==> config.mk <==
export PLATFORM = sky130hd
export DESIGN_NAME = qlb_bus_if
export DESIGN_NICKNAME = d
export VERILOG_FILES = /design/src/rtl/qlb_pkg.sv /design/src/rtl/qlb_decode.sv /design/src/rtl/qlb_latch.sv /design/src/rtl/qlb_rdmux.sv /design/src/rtl/qlb_bus_if.sv
export SDC_FILE = /design/constraint.sdc
export NUM_CORES = 1
export LEC_CHECK = 0
export BUFFER_PORTS_ARGS = -buffer_cell sky130_fd_sc_hd__buf_4
export CORE_ASPECT_RATIO = 0.5
export CORE_MARGIN = 4
export CORE_UTILIZATION = 45
export DETAILED_ROUTE_END_ITERATION = 12
export PLACE_DENSITY_LB_ADDON = 0.25
export SLEW_MARGIN = 20
export SYNTH_ARGS = -nofsm -noshare
export SYNTH_HDL_FRONTEND = slang
export SYNTH_SLANG_ARGS = --single-unit
==> constraint.sdc <==
create_clock -name clk -period 2.34 [get_ports clk]
set_clock_uncertainty 0.1 [all_clocks]
set_input_delay 0.468 -clock clk [delete_from_list [all_inputs] [get_ports clk]]
set_output_delay 0.468 -clock clk [all_outputs]
set_load 0.01 [all_outputs]
==> src/rtl/qlb_pkg.sv <==
package qlb_pkg;
   localparam int NCH   = 4;
   localparam int CH_A  = 0;
   localparam int CH_B  = 1;
   localparam int CH_C  = 2;
   localparam int CH_D  = 3;
   localparam int IDX_W = $clog2(NCH);

   typedef enum logic [1:0] {
      GRP_NONE = 2'd0,
      GRP_LO   = 2'd1,
      GRP_HI   = 2'd2,
      GRP_BOTH = 2'd3
   } grp_e;
endpackage

==> src/rtl/qlb_decode.sv <==
module qlb_decode
   import qlb_pkg::*;
(
   input  logic           sel0_n,
   input  logic           sel1_n,
   input  logic           pair_sel,
   input  logic           rd_wr,
   output logic [NCH-1:0] wen,
   output logic [NCH-1:0] rd_sel
);
   grp_e grp;

   always_comb begin
      grp = grp_e'({~sel1_n, ~sel0_n});
   end

   always_comb begin
      wen    = '0;
      rd_sel = '0;
      if (!rd_wr) begin
         // write: the low group covers A/B, the high group covers C/D, both covers the pairs
         if (grp == GRP_LO || grp == GRP_BOTH) begin
            wen[CH_A] = pair_sel;
            wen[CH_B] = ~pair_sel;
         end
         if (grp == GRP_HI || grp == GRP_BOTH) begin
            wen[CH_C] = pair_sel;
            wen[CH_D] = ~pair_sel;
         end
      end else begin
         // read: only a single group may drive back
         if (grp == GRP_LO) begin
            rd_sel[CH_A] = pair_sel;
            rd_sel[CH_B] = ~pair_sel;
         end
         if (grp == GRP_HI) begin
            rd_sel[CH_C] = pair_sel;
            rd_sel[CH_D] = ~pair_sel;
         end
      end
   end
endmodule

==> src/rtl/qlb_latch.sv <==
module qlb_latch #(
   parameter int W = 8
) (
   input  logic         clk,
   input  logic         rst_n,
   input  logic         wen,
   input  logic [W-1:0] d,
   output logic [W-1:0] q
);
   always_ff @(posedge clk) begin
      if (!rst_n)   q <= '0;
      else if (wen) q <= d;
   end

   // an active strobe loads the bus value at the edge
   p_load_r6: assert property (@(posedge clk) disable iff (!rst_n)
      wen |=> q == $past(d));
   // without a strobe the contents stay put
   p_hold_r7: assert property (@(posedge clk) disable iff (!rst_n)
      !wen |=> $stable(q));
endmodule

==> src/rtl/qlb_rdmux.sv <==
module qlb_rdmux
   import qlb_pkg::*;
#(
   parameter int W = 8
) (
   input  logic [NCH-1:0]        rd_sel,
   input  logic [NCH-1:0][W-1:0] q,
   output logic [W-1:0]          dout,
   output logic                  oe
);
   always_comb begin
      dout = '0;
      for (int i = 0; i < NCH; i++) begin
         if (rd_sel[i]) dout = dout | q[i];
      end
      oe = |rd_sel;
   end
endmodule

==> src/rtl/qlb_bus_if.sv <==
module qlb_bus_if
   import qlb_pkg::*;
#(
   parameter int W = 8
) (
   input  logic                  clk,
   input  logic                  rst_n,
   input  logic                  sel0_n,
   input  logic                  sel1_n,
   input  logic                  pair_sel,
   input  logic                  rd_wr,
   input  logic [W-1:0]          data_in,
   output logic [W-1:0]          data_out,
   output logic                  data_oe,
   output logic [NCH-1:0][W-1:0] chan_q
);
   generate
      if (W < 1) begin : g_bad_width
         $error("qlb_bus_if: W must be at least 1");
      end
      if (NCH != 4) begin : g_bad_count
         $error("qlb_bus_if: decode assumes four channels");
      end
   endgenerate

   logic [NCH-1:0] wen;
   logic [NCH-1:0] rd_sel;

   qlb_decode u_dec (
      .sel0_n  (sel0_n),
      .sel1_n  (sel1_n),
      .pair_sel(pair_sel),
      .rd_wr   (rd_wr),
      .wen     (wen),
      .rd_sel  (rd_sel)
   );

   generate
      for (genvar g = 0; g < NCH; g++) begin : g_ch
         qlb_latch #(.W(W)) u_lat (
            .clk  (clk),
            .rst_n(rst_n),
            .wen  (wen[g]),
            .d    (data_in),
            .q    (chan_q[g])
         );
      end
   endgenerate

   qlb_rdmux #(.W(W)) u_rd (
      .rd_sel(rd_sel),
      .q     (chan_q),
      .dout  (data_out),
      .oe    (data_oe)
   );

   // at most one latch is ever chosen for readback
   p_onehot_read_r8: assert property (@(posedge clk) disable iff (!rst_n)
      $onehot0(rd_sel));
   // the driver turns on only for a single-select read
   p_oe_single_r8: assert property (@(posedge clk) disable iff (!rst_n)
      data_oe |-> (rd_wr && (sel0_n != sel1_n)));
   // an idle bus output is zero
   p_idle_zero_r9: assert property (@(posedge clk) disable iff (!rst_n)
      !data_oe |-> data_out == '0);
   // a dual-select write strobes exactly two latches
   p_pair_write_r3: assert property (@(posedge clk) disable iff (!rst_n)
      (!sel0_n && !sel1_n && !rd_wr) |-> $countones(wen) == 2);
   // both selects high leave every latch unchanged
   p_idle_hold_r5: assert property (@(posedge clk) disable iff (!rst_n)
      (sel0_n && sel1_n) |=> $stable(chan_q));
endmodule

Word-level counts from Yosys, hierarchy flattened
Index checks and enable logic that the tools add are counted.

storage, ports and cells
  flip-flop bits (word level) = 32
  input port bits = 14
  output and inout port bits = 41
  logic and storage cells = 26

cells by class
  equality and inequality tests = 3
  mux-type cells = 10
  bitwise logic cells = 6
  reduce and logical (&&, ||, !) cells = 3

operator list
  kind                                                  number
  two-way mux 8 bit                                     4
  OR 8 bit                                              3
  two-way mux 2 bit                                     4
  two-way mux 4 bit                                     2
  equality test 2 bit (second input constant)           2
  OR reduction 4 bit                                    1
  inverter 1 bit                                        3
  equality test 2 x 1 -> 1 bit (second input constant)  1
  logical OR 1 bit                                      2

Longest topological paths before layout
  depth after elaboration = 11
  depth in mapped cells = 5
  gate-level depth less buffers = 3

Modules after synthesis
A second synthesis with hierarchy kept.

second synthesis, totals
  cells, all modules = 137
  area, all modules = 1463.9 µm²

modules (own cells, without submodules)
  module      times used  cells an instance  area each (µm²)  seq. area each (µm²)
  qlb_latch   4           25                 301.5            160.2
  qlb_rdmux   1           29                 186.4            0.0
  qlb_decode  1           8                  71.3             0.0

Worst setup path before layout
OpenSTA, ideal clock, no wires.

  path kind = input port to output port
  from = in rd_wr
  to = out data_out[0]
  arrival time = 1.352 ns
  data required time = 1.772 ns
  slack = 0.420 ns
  stages = 4
  path buffers = 2
  cells stage by stage = buf_4 > and4bb_1 > clkbuf_1 > a221o_1

between the ends
  longest elaborated chain between the ends = 8

RTL lines
  item                 line              text
  from (decl)          qlb_bus_if.sv:11  input logic rd_wr,
  two-way mux 4 bit *  qlb_decode.sv:20  if (!rd_wr) begin
  two-way mux 8 bit    qlb_rdmux.sv:14   if (rd_sel[i]) dout = dout | q[i];
  OR 8 bit             qlb_rdmux.sv:14
  two-way mux 8 bit    qlb_rdmux.sv:14
  OR 8 bit             qlb_rdmux.sv:14
  two-way mux 8 bit    qlb_rdmux.sv:14
  OR 8 bit             qlb_rdmux.sv:14
  two-way mux 8 bit *  qlb_rdmux.sv:14
  to (decl)            qlb_bus_if.sv:13  output logic [W-1:0] data_out,

Every way passes the cells marked *; elsewhere a longest branch is shown, timed or not.

Final worst setup path
  from = in pair_sel
  to = out data_out[0]

between the ends
  longest elaborated chain between the ends = 9
  elaborated cells between the ends (all ways) = 11
  those cells by class = mux: 7; bitwise: 4

RTL lines
  item                 line              text
  from (decl)          qlb_bus_if.sv:10  input logic pair_sel,
  two-way mux 2 bit    qlb_decode.sv:32  if (grp == GRP_LO) begin
  two-way mux 4 bit *  qlb_decode.sv:20
  two-way mux 8 bit    qlb_rdmux.sv:14
  OR 8 bit             qlb_rdmux.sv:14
  two-way mux 8 bit    qlb_rdmux.sv:14
  OR 8 bit             qlb_rdmux.sv:14
  two-way mux 8 bit    qlb_rdmux.sv:14
  OR 8 bit             qlb_rdmux.sv:14
  two-way mux 8 bit *  qlb_rdmux.sv:14

Marks and branches as above.

==> report_table.html <==
<table>
<tr><th>Metric</th><th>Value</th></tr>
<tr><th colspan="2">Run status</th></tr>
<tr><td>Run status</td><td>finished clean</td></tr>
<tr><th colspan="2">STA</th></tr>
<tr><td>Final cycle utilization of the critical path</td><td>0.9156</td></tr>
<tr><td>Final period demand of the worst path</td><td>between 2 and 2.5 ns</td></tr>
<tr><td>Worst-case headroom to the max-slew limit</td><td>0.6152</td></tr>
<tr><td>Setup Viol. Count Final</td><td>0</td></tr>
<tr><td>Maximum achievable frequency</td><td>466.7 MHz</td></tr>
<tr><td>Hold_ws</td><td>0.3799 ns</td></tr>
<tr><td>Post-Route Setup TNS</td><td>0 ns</td></tr>
<tr><td>Final count of hold timing violations</td><td>0</td></tr>
<tr><td>RSZ-0062 raised after global routing</td><td>no</td></tr>
<tr><td>Number of max-slew violations in the final report</td><td>0</td></tr>
<tr><td>Worst slew pin tran</td><td>roughly 0.58 ns</td></tr>
<tr><th colspan="2">Die</th></tr>
<tr><td>FP Rows</td><td>14</td></tr>
<tr><td>Initial core utilization</td><td>0.4879</td></tr>
<tr><td>Vertical die dimension</td><td>49.00 um</td></tr>
<tr><td>Floorplan die area</td><td>0.004409 mm2</td></tr>
<tr><td>Core Area</td><td>0.003100 mm2</td></tr>
<tr><td>Horiz. Die Dim</td><td>90.00 um</td></tr>
<tr><td>Top Ports</td><td>55</td></tr>
<tr><th colspan="2">Global route</th></tr>
<tr><td>All-layer global routing usage</td><td>0.1748</td></tr>
<tr><td>Number of global-route vias before repair</td><td>1216</td></tr>
<tr><td>Initial antenna violation count</td><td>0</td></tr>
<tr><td>First-pass GRT wire length</td><td>6230 um</td></tr>
<tr><td>Maximum number of pins on one net before global-route repair</td><td>33</td></tr>
<tr><td>Grt total ovfl</td><td>0</td></tr>
<tr><th colspan="2">Clock tree</th></tr>
<tr><td>CTS Sinks</td><td>32</td></tr>
<tr><td>Number of buffers created by CTS</td><td>5</td></tr>
<tr><td>Number of instances resized during post-cts repair</td><td>0</td></tr>
<tr><td>Clock tree root driver cell</td><td>sky130_fd_sc_hd__clkbuf_8</td></tr>
<tr><td>Register clock-pin slew on the reported worst setup and hold paths</td><td>0.06 ns</td></tr>
<tr><td>CTS tree</td><td>done</td></tr>
<tr><td>CTS H-tree depth</td><td>2</td></tr>
<tr><td>Clock latency on the worst-skew pair</td><td>0.27 ns</td></tr>
<tr><td>Hold Buf Count CTS</td><td>0</td></tr>
<tr><td>Post-CTS Setup Inserts</td><td>0</td></tr>
<tr><td>Clock tree buffer depth</td><td>2</td></tr>
<tr><th colspan="2">Route</th></tr>
<tr><td>Total wire length after detailed routing</td><td>3730 um</td></tr>
<tr><td>Remaining antenna violation count after routing</td><td>0</td></tr>
<tr><td>DR vias/cell</td><td>5.226</td></tr>
<tr><td>Initial DRC count</td><td>43</td></tr>
<tr><td>WL/cell</td><td>15.94 um</td></tr>
<tr><td>Remaining design rule violation count</td><td>0</td></tr>
<tr><td>First-pass detailed-route iteration total</td><td>5</td></tr>
<tr><td>Via Count</td><td>1223</td></tr>
<tr><th colspan="2">Worst setup path</th></tr>
<tr><td>Critical path launch point type</td><td>input port</td></tr>
<tr><td>Classification of the worst setup path</td><td>in2out</td></tr>
<tr><td>Setup crit end kind</td><td>output pin</td></tr>
<tr><td>Maximum fanout encountered on the critical timing path</td><td>8</td></tr>
<tr><td>Arrival time worst endpoint</td><td>around 1.6 ns</td></tr>
<tr><td>Endpoint required time on the critical path</td><td>1.77 ns</td></tr>
<tr><th colspan="2">Place</th></tr>
<tr><td># port buffers</td><td>54</td></tr>
<tr><td>Placed cell area</td><td>0.001939 mm2</td></tr>
<tr><td>HPWL Detailed</td><td>between 2000 and 3000 um</td></tr>
<tr><td>Final estimated routing congestion in global placement</td><td>roughly 0.78</td></tr>
<tr><th colspan="2">Yosys</th></tr>
<tr><td>Sequential element share of the synthesized area</td><td>0.4235</td></tr>
<tr><td>Register bit total from synthesis</td><td>32</td></tr>
<tr><td>Number of nets produced by synthesis</td><td>153</td></tr>
<tr><td>Mean cell area of the mapped netlist</td><td>between 10 and 15 um2</td></tr>
<tr><td>Instance count of the mapped netlist</td><td>roughly 140</td></tr>
<tr><td>Syn. warnings</td><td>0</td></tr>
<tr><td>Distinct cell type count of the synthesized netlist</td><td>16</td></tr>
<tr><td>Cell Area, Synth</td><td>approximately 0.0015 mm2</td></tr>
<tr><th colspan="2">Power and ir drop</th></tr>
<tr><td>Worst supply voltage drop on vdd</td><td>0.3223 mV</td></tr>
<tr><td>Power density normalized to cell area</td><td>559.9 mW/mm2</td></tr>
<tr><td>Cell leakage power</td><td>approximately 0.83 nW</td></tr>
<tr><th colspan="2">Final layout</th></tr>
<tr><td>Combined flip-flop and latch cell area</td><td>~640 um2</td></tr>
<tr><td>Register with the highest flop count</td><td>g_ch.u_lat.q</td></tr>
<tr><td>Fraction of layout instances using a drive strength above 1</td><td>0.3505</td></tr>
<tr><td>Most common library cell in the layout ignoring fill and taps</td><td>sky130_fd_sc_hd__buf_4</td></tr>
<tr><td>Area growth syn-to-layout</td><td>33.33%</td></tr>
<tr><td>Fill cell instance count of the final layout</td><td>279</td></tr>
<tr><td>Area of the multi-input gates</td><td>813.3 um2</td></tr>
<tr><td>Flip-flop count of the largest register after layout</td><td>32</td></tr>
<tr><td>Commonest non-fill, non-tap cells in the layout</td><td>58 x sky130_fd_sc_hd__buf_4, 40 x sky130_fd_sc_hd__mux2i_1, 32 x sky130_fd_sc_hd__nor2b_1, 32 x sky130_fd_sc_hd__dfxtp_1</td></tr>
<tr><td>Layout net count</td><td>between 200 and 250</td></tr>
<tr><td>Registers with the most flip-flops</td><td>g_ch.u_lat.q (32)</td></tr>
<tr><td>Number of diodes</td><td>0</td></tr>
<tr><td>Final non-filler cell area</td><td>approximately 0.002 mm2</td></tr>
<tr><th colspan="2">Worst hold path</th></tr>
<tr><td>Hold crit path type</td><td>in2reg</td></tr>
<tr><th colspan="2">Job</th></tr>
<tr><td>Max Cap Viol</td><td>0</td></tr>
</table>
-- worst max-delay path: stages --
cell and delay [ns]:
sky130_fd_sc_hd__buf_4 0.16, sky130_fd_sc_hd__buf_4 0.20, sky130_fd_sc_hd__mux2i_1 0.23, sky130_fd_sc_hd__nor2_1 0.09, sky130_fd_sc_hd__a221o_1 0.28, sky130_fd_sc_hd__buf_4 0.14
-- area by class of cell --
class | instances | area share
well taps | 40 | 0.02481
flip-flops and latches | 32 | 0.3176
clock buffers | 6 | 0.03598
clock inverters | 1 | 0.002481
multi-input cells | 97 | 0.4032
repair buffers | 58 | 0.2159
-- layer usage --
metal,vias up,track usage,part of all wire
li1,597,-,-
met1,578,0.2323,0.47
met2,46,0.2662,0.45
met3,2,0.06317,0.071
met4,0,0.05330,0.0038
met5,-,0,0
-- cells by family (layout without fill, tap and decap cells) --
kind of cell / Yosys count / count (layout) / share of synthesized area
buffers and inverters: 10 / 65 / 0.03888
AOI/OAI and AO/OA: 8 / 8 / 0.05294
xor gates and xnor gates: 1 / 1 / 0.005791
and+or+nand+nor: 48 / 48 / 0.2142
DFF: 32 / 32 / 0.4235
muxes: 40 / 40 / 0.2647
-- stage by stage --
step	util	total power, mW	setup WS (ns)	std cells
finish	0.6505	1.129	0.1974	234
global placement	0.6255	0.7500	0.2332	227
CTS	0.6505	1.138	0.1975	234
floorplan	-	0.6795	0.4196	139
detailed placement	0.6255	0.7521	0.2476	227
global route	0.6505	1.182	0.1625	234
-- worst paths after layout --
| kind | cells after the start | from | to | slack, ns |
|---|---|---|---|---|
| hold reg to reg | 2 | g_ch[2].u_lat.q[7]$_SDFFE_PN0P_ | g_ch[2].u_lat.q[7]$_SDFFE_PN0P_ | 0.44 |
| hold / removal | 3 | data_in[6] | g_ch[0].u_lat.q[6]$_SDFFE_PN0P_ | 0.38 |
| setup / recovery | 6 | pair_sel | data_out[0] | 0.20 |
| setup reg to reg | 2 | g_ch[2].u_lat.q[3]$_SDFFE_PN0P_ | g_ch[2].u_lat.q[3]$_SDFFE_PN0P_ | 1.58 |
-- report_power, final --
| part | switching [mW] | internal [mW] | total, mW |
|---|---|---|---|
| clock network | 0.186 | 0.202 | 0.388 |
| logic | 0.0780 | 0.0846 | 0.163 |
| registers | 0.0149 | 0.564 | 0.579 |
| total | 0.279 | 0.850 | 1.13 |
-- synthesized netlist by cell type --
library cell / n / area, um2
sky130_fd_sc_hd__a221o_1: 8 / 80.08
sky130_fd_sc_hd__and2_1: 1 / 6.260
sky130_fd_sc_hd__and4b_1: 1 / 10.01
sky130_fd_sc_hd__and4bb_1: 1 / 12.51
sky130_fd_sc_hd__buf_2: 2 / 10.01
sky130_fd_sc_hd__buf_4: 1 / 7.510
sky130_fd_sc_hd__buf_6: 2 / 22.52
sky130_fd_sc_hd__clkbuf_1: 5 / 18.77
sky130_fd_sc_hd__dfxtp_1: 32 / 640.6
sky130_fd_sc_hd__mux2i_1: 40 / 400.4
sky130_fd_sc_hd__nand3b_1: 1 / 7.510
sky130_fd_sc_hd__nor2_1: 8 / 30.03
sky130_fd_sc_hd__nor2b_1: 32 / 200.2
sky130_fd_sc_hd__nor3_4: 2 / 32.53
sky130_fd_sc_hd__nor3b_2: 2 / 25.02
sky130_fd_sc_hd__xor2_1: 1 / 8.760
Note: power is estimated with default switching activity, not from simulation.
